File: config.mk
export PLATFORM = sky130hd
export DESIGN_NAME = seq_group_ctrl
export DESIGN_NICKNAME = d
export VERILOG_FILES = /design/src/rtl/seqc_pkg.sv /design/src/rtl/seqc_done_qual.sv /design/src/rtl/seqc_step_decode.sv /design/src/rtl/seqc_state_reg.sv /design/src/rtl/seq_group_ctrl.sv
export SDC_FILE = /design/constraint.sdc
export NUM_CORES = 1
export LEC_CHECK = 0
export BUFFER_PORTS_ARGS = -buffer_cell sky130_fd_sc_hd__buf_4
export CORE_AREA = 2 2 39 41
export CTS_CLUSTER_DIAMETER = 40
export DETAILED_ROUTE_END_ITERATION = 6
export DIE_AREA = 0 0 41 43
export HOLD_SLACK_MARGIN = 0.03
export PLACE_DENSITY = 0.48
export SYNTH_ARGS = -nofsm -noshare
export SYNTH_HDL_FRONTEND = slang
export SYNTH_SLANG_ARGS = --single-unit
File: constraint.sdc
create_clock -name clk -period 1 [get_ports clk]
set_input_delay 0.05 -clock clk [delete_from_list [all_inputs] [get_ports clk]]
set_output_delay 0.05 -clock clk [all_outputs]
set_load 0.005 [all_outputs]
File: src/rtl/seqc_pkg.sv
package seqc_pkg;
  // Width of a binary state register that must encode n_states values.
  function automatic int state_bits(input int n_states);
    int b;
    b = $clog2(n_states);
    return (b > 1) ? b : 1;
  endfunction
endpackage

File: src/rtl/seqc_done_qual.sv
module seqc_done_qual #(
  parameter int              N_GROUPS   = 4,
  parameter logic [N_GROUPS-1:0] GUARD_MASK = '0
) (
  input  logic [N_GROUPS-1:0] done_src,
  input  logic [N_GROUPS-1:0] guard,
  output logic [N_GROUPS-1:0] done_eff
);
  for (genvar gi = 0; gi < N_GROUPS; gi++) begin : g_qual
    if (GUARD_MASK[gi]) begin : g_guarded
      assign done_eff[gi] = done_src[gi] & guard[gi];
    end else begin : g_plain
      logic unused_guard;
      assign unused_guard   = guard[gi];
      assign done_eff[gi]   = done_src[gi];
    end
  end
endmodule

File: src/rtl/seqc_step_decode.sv
module seqc_step_decode #(
  parameter int N_GROUPS = 4,
  parameter int STATE_W  = 3
) (
  input  logic [STATE_W-1:0]  state_q,
  input  logic                run,
  input  logic [N_GROUPS-1:0] done_eff,
  output logic [N_GROUPS-1:0] grp_go,
  output logic                wr_en,
  output logic [STATE_W-1:0]  wr_data,
  output logic                at_terminal
);
  localparam logic [STATE_W-1:0] TERM = STATE_W'(N_GROUPS);

  always_comb begin
    grp_go      = '0;
    wr_en       = 1'b0;
    wr_data     = '0;
    at_terminal = (state_q == TERM);
    for (int i = 0; i < N_GROUPS; i++) begin
      if (run && (state_q == STATE_W'(i))) begin
        if (done_eff[i]) begin
          wr_en   = 1'b1;
          wr_data = STATE_W'(i + 1);
        end else begin
          grp_go[i] = 1'b1;
        end
      end
    end
    // Terminal state rewinds unconditionally.
    if (at_terminal) begin
      wr_en   = 1'b1;
      wr_data = '0;
    end
  end
endmodule

File: src/rtl/seqc_state_reg.sv
module seqc_state_reg #(
  parameter int STATE_W = 3
) (
  input  logic               clk,
  input  logic               rst,
  input  logic               wr_en,
  input  logic [STATE_W-1:0] wr_data,
  output logic [STATE_W-1:0] state_q
);
  always_ff @(posedge clk) begin
    if (rst)        state_q <= '0;
    else if (wr_en) state_q <= wr_data;
  end
endmodule

File: src/rtl/seq_group_ctrl.sv
module seq_group_ctrl #(
  parameter int                  N_GROUPS   = 4,
  parameter logic [N_GROUPS-1:0] GUARD_MASK = 4'b0101
) (
  input  logic                clk,
  input  logic                rst,
  input  logic                run,
  input  logic [N_GROUPS-1:0] grp_done,
  input  logic [N_GROUPS-1:0] grp_guard,
  output logic [N_GROUPS-1:0] grp_go,
  output logic                all_done
);
  localparam int N_STATES = N_GROUPS + 1;
  localparam int STATE_W  = seqc_pkg::state_bits(N_STATES);

  logic [N_GROUPS-1:0] done_eff;
  logic [STATE_W-1:0]  state_q;
  logic [STATE_W-1:0]  wr_data;
  logic                wr_en;

  seqc_done_qual #(.N_GROUPS(N_GROUPS), .GUARD_MASK(GUARD_MASK)) u_qual (
    .done_src (grp_done),
    .guard    (grp_guard),
    .done_eff (done_eff)
  );

  seqc_step_decode #(.N_GROUPS(N_GROUPS), .STATE_W(STATE_W)) u_dec (
    .state_q     (state_q),
    .run         (run),
    .done_eff    (done_eff),
    .grp_go      (grp_go),
    .wr_en       (wr_en),
    .wr_data     (wr_data),
    .at_terminal (all_done)
  );

  seqc_state_reg #(.STATE_W(STATE_W)) u_state (
    .clk     (clk),
    .rst     (rst),
    .wr_en   (wr_en),
    .wr_data (wr_data),
    .state_q (state_q)
  );
endmodule

==> run summary <==
Die W = 41 um
Via count of the first global-routing pass = 288
Highest-utilization routing layer at the global route stage = met2
Arrival time worst endpoint = 1130 ps
Post-DRT Antenna Nets = 0
Most flops, register = u_state.state_q
Registers with the most flip-flops = u_state.state_q (3)
Vias per inst = 4.63
Number of remaining DRC errors = 0
Number of vias in the routed layout = 310
Total power divided by cell area = 854 nW/um^2
Pre-CTS setup slack = -66.1 ps
Commonest non-fill, non-tap cell in the layout = sky130_fd_sc_hd__buf_4
Final setup violation count = 7
Max Root-Sink Buffers = 2
Latest clock arrival within the worst-skew pair = 230 ps
Number of antenna violations at the first check in global routing = 0
Core Footprint = 1380 um^2
Clock buffer count from CTS = 3
Global-route wire length before repair = 1200 um
Maximum capacitance violations = 0
Root buffer selected by CTS = sky130_fd_sc_hd__clkbuf_4
Normalized max-slew margin = 83.8%
Summed instance area of the synthesized netlist = 226 um^2
Max Fclk = 844 MHz
Die area = 1760 um^2
Number of instances in the synthesized netlist = 27
GRT Residual Overflow = 0
Combined global-route utilization of all metal layers = 10.0%
Final #Nets = 63
FF+latch count, synth = 3
Area growth from synthesis to layout = 126%
Syn. warnings = 0
Number of antenna diodes = 0
Layout cell share with drive strength beyond 1 = 74.5%
Yosys top cell area share = 26.5%
Number of port buffers = 13
Average footprint of a synthesized cell = 8.39 um^2
Critical path endpoint category = primary output
Crit path launch type = register
Min-Delay Path Class = in -> reg
Number of hold-slack violations in the final timing report = 0
Starting DRC count in detailed routing = 3
Top cell type by total area after synthesis = sky130_fd_sc_hd__dfxtp_1
Detailed placer's ending HPWL = 452 um
Global placer's final weighted congestion = 0.727
Number of distinct library cell variants in the gate-level netlist after synthesis = 21
Average wire per standard cell = 11.9 um
Die H = 43 um
Leading cell types in the layout, fill and taps excluded = sky130_fd_sc_hd__buf_4 (18), sky130_fd_sc_hd__clkbuf_4 (3), sky130_fd_sc_hd__dfxtp_4 (3)
Slew at the pin closest to its max-slew limit = 243 ps
Total I/O pin count = 16
Final count of pins violating max slew = 0
CP max FO = 4
Pre-antenna DRT Iters = 2
Clock-pin slew reported for the worst setup and hold paths after clock tree synthesis = 40 ps
Maximum VDD drop = 722 uV
Global routing met3 resource utilization = 4.71%
Fraction of met1 tracks used by global routing = 12.1%
Clock sink count = 3
Cell types with the largest area share after synthesis = sky130_fd_sc_hd__dfxtp_1 (27%), sky130_fd_sc_hd__nand2b_4 (6.1%), sky130_fd_sc_hd__nor3b_2 (5.5%), sky130_fd_sc_hd__buf_6 (5.0%), sky130_fd_sc_hd__nand2_1 (5.0%)
Kind of critical path = reg -> out
Cell leakage power = 0.203 nW
Initial core utilization = 16.4%
CP Data Required Time = 950 ps
GR Util met2 = 14.7%
RSZ-0062 raised after global routing = true
Failing checks = negative setup slack
Sequential share of the synthesized area = 26.5%
Status = finished with violations
Syn nets = 38
Design Power = 0.437 mW
TritonCTS clock tree = built
Largest net degree at the start of global routing = 10
Clock skew after layout = 2.14 ps
Number of H-tree branching levels = 1
Final cycle utilization of the critical path = 118%
Min Clock Period, post-route = 1180 ps
DRT Wirelength = 798 um
Fin worst setup slack = -185 ps
Number of flip-flops under the largest register name = 3
Number of rows in the core area = 14
[synth_stat cells (all sizes together)]
library cell	count
dfxtp	3
nand2	3
a21oi	2
buf	2
nor3	2
nor3b	2
o21ai	2
a2111oi	1
a211o	1
a31oi	1
mux2i	1
nand2b	1
nand3	1
nand3b	1
nand4	1
nor2	1
nor2b	1
nor4	1
[final timing paths]
| kind | cells past startpoint | slack (ps) | start | to |
|---|---|---|---|---|
| worst min register to register | 2 | 540 | u_state.state_q[2]$_SDFFE_PP0P_ | u_state.state_q[1]$_SDFFE_PP0P_ |
| worst max-delay path | 3 | -180 | u_state.state_q[1]$_SDFFE_PP0P_ | grp_go[0] |
| worst max register to register | 5 | -110 | u_state.state_q[1]$_SDFFE_PP0P_ | u_state.state_q[1]$_SDFFE_PP0P_ |
| worst min-delay path | 4 | 200 | grp_guard[2] | u_state.state_q[0]$_SDFFE_PP0P_ |
[metal layers]
| metal | part of all wire (%) | up-vias |
|---|---|---|
| met5 | 0 | - |
| met4 | 0 | 0 |
| met3 | 7.9 | 0 |
| met2 | 53 | 13 |
| met1 | 39 | 145 |
| li1 | - | 152 |
[final cells by class]
type / count / area (um^2)
Multi-Input combinational cell: 22 / 206
Clock buffer: 4 / 26.3
Fill cell: 150 / 872
Sequential cell: 3 / 71.3
Tap cell: 16 / 20.0
Timing Repair Buffer: 22 / 188
[kinds of logic (layout without fill, tap and decap cells)]
family	after synthesis	count (layout)	synth area share, %
DFF	3	3	26.5
and+or+nand+nor	14	14	42.0
AOI/OAI and AO/OA	7	7	19.9
muxes	1	1	4.42
buffers and inverters	2	26	7.18
[where the power goes]
| part | switching [mW] | leakage (nW) | internal (mW) | total, mW |
|---|---|---|---|---|
| combinational | 0.0377 | 0.161 | 0.0594 | 0.0971 |
| sequential | 0.00865 | 0.0266 | 0.117 | 0.126 |
| clock | 0.0644 | 0.0150 | 0.150 | 0.214 |
[metrics by stage]
step | utilization (%) | instances | cell area (um^2) | setup TNS [ps] | hold slack (ps)
after floorplan | - | 27 | 226 | 0 | 119
after global placement | 25.9 | 58 | 358 | -123 | 233
after detailed placement | 25.9 | 58 | 358 | -163 | 236
after CTS | 33.5 | 65 | 464 | -741 | 150
after global routing | 37.0 | 67 | 512 | -1320 | 214
final | 37.0 | 67 | 512 | -830 | 201
[timing repair]
action                                  in CTS  in global routing
setup buffers                                3                  2
cloned                                       0                  0
hold buffers                                 1                  0
resized for setup                           11                  8
endpoints found under the setup margin       7                  7
endpoints found under the hold margin        3                  0
pin swaps                                    5                  4
[critical path, cell delays in order, from the launching register on]
cell and delay [ps]:
sky130_fd_sc_hd__dfxtp_4 350, sky130_fd_sc_hd__buf_12 130, sky130_fd_sc_hd__a2111oi_4 260, sky130_fd_sc_hd__buf_4 160
Power figures use the tool's default switching activity.
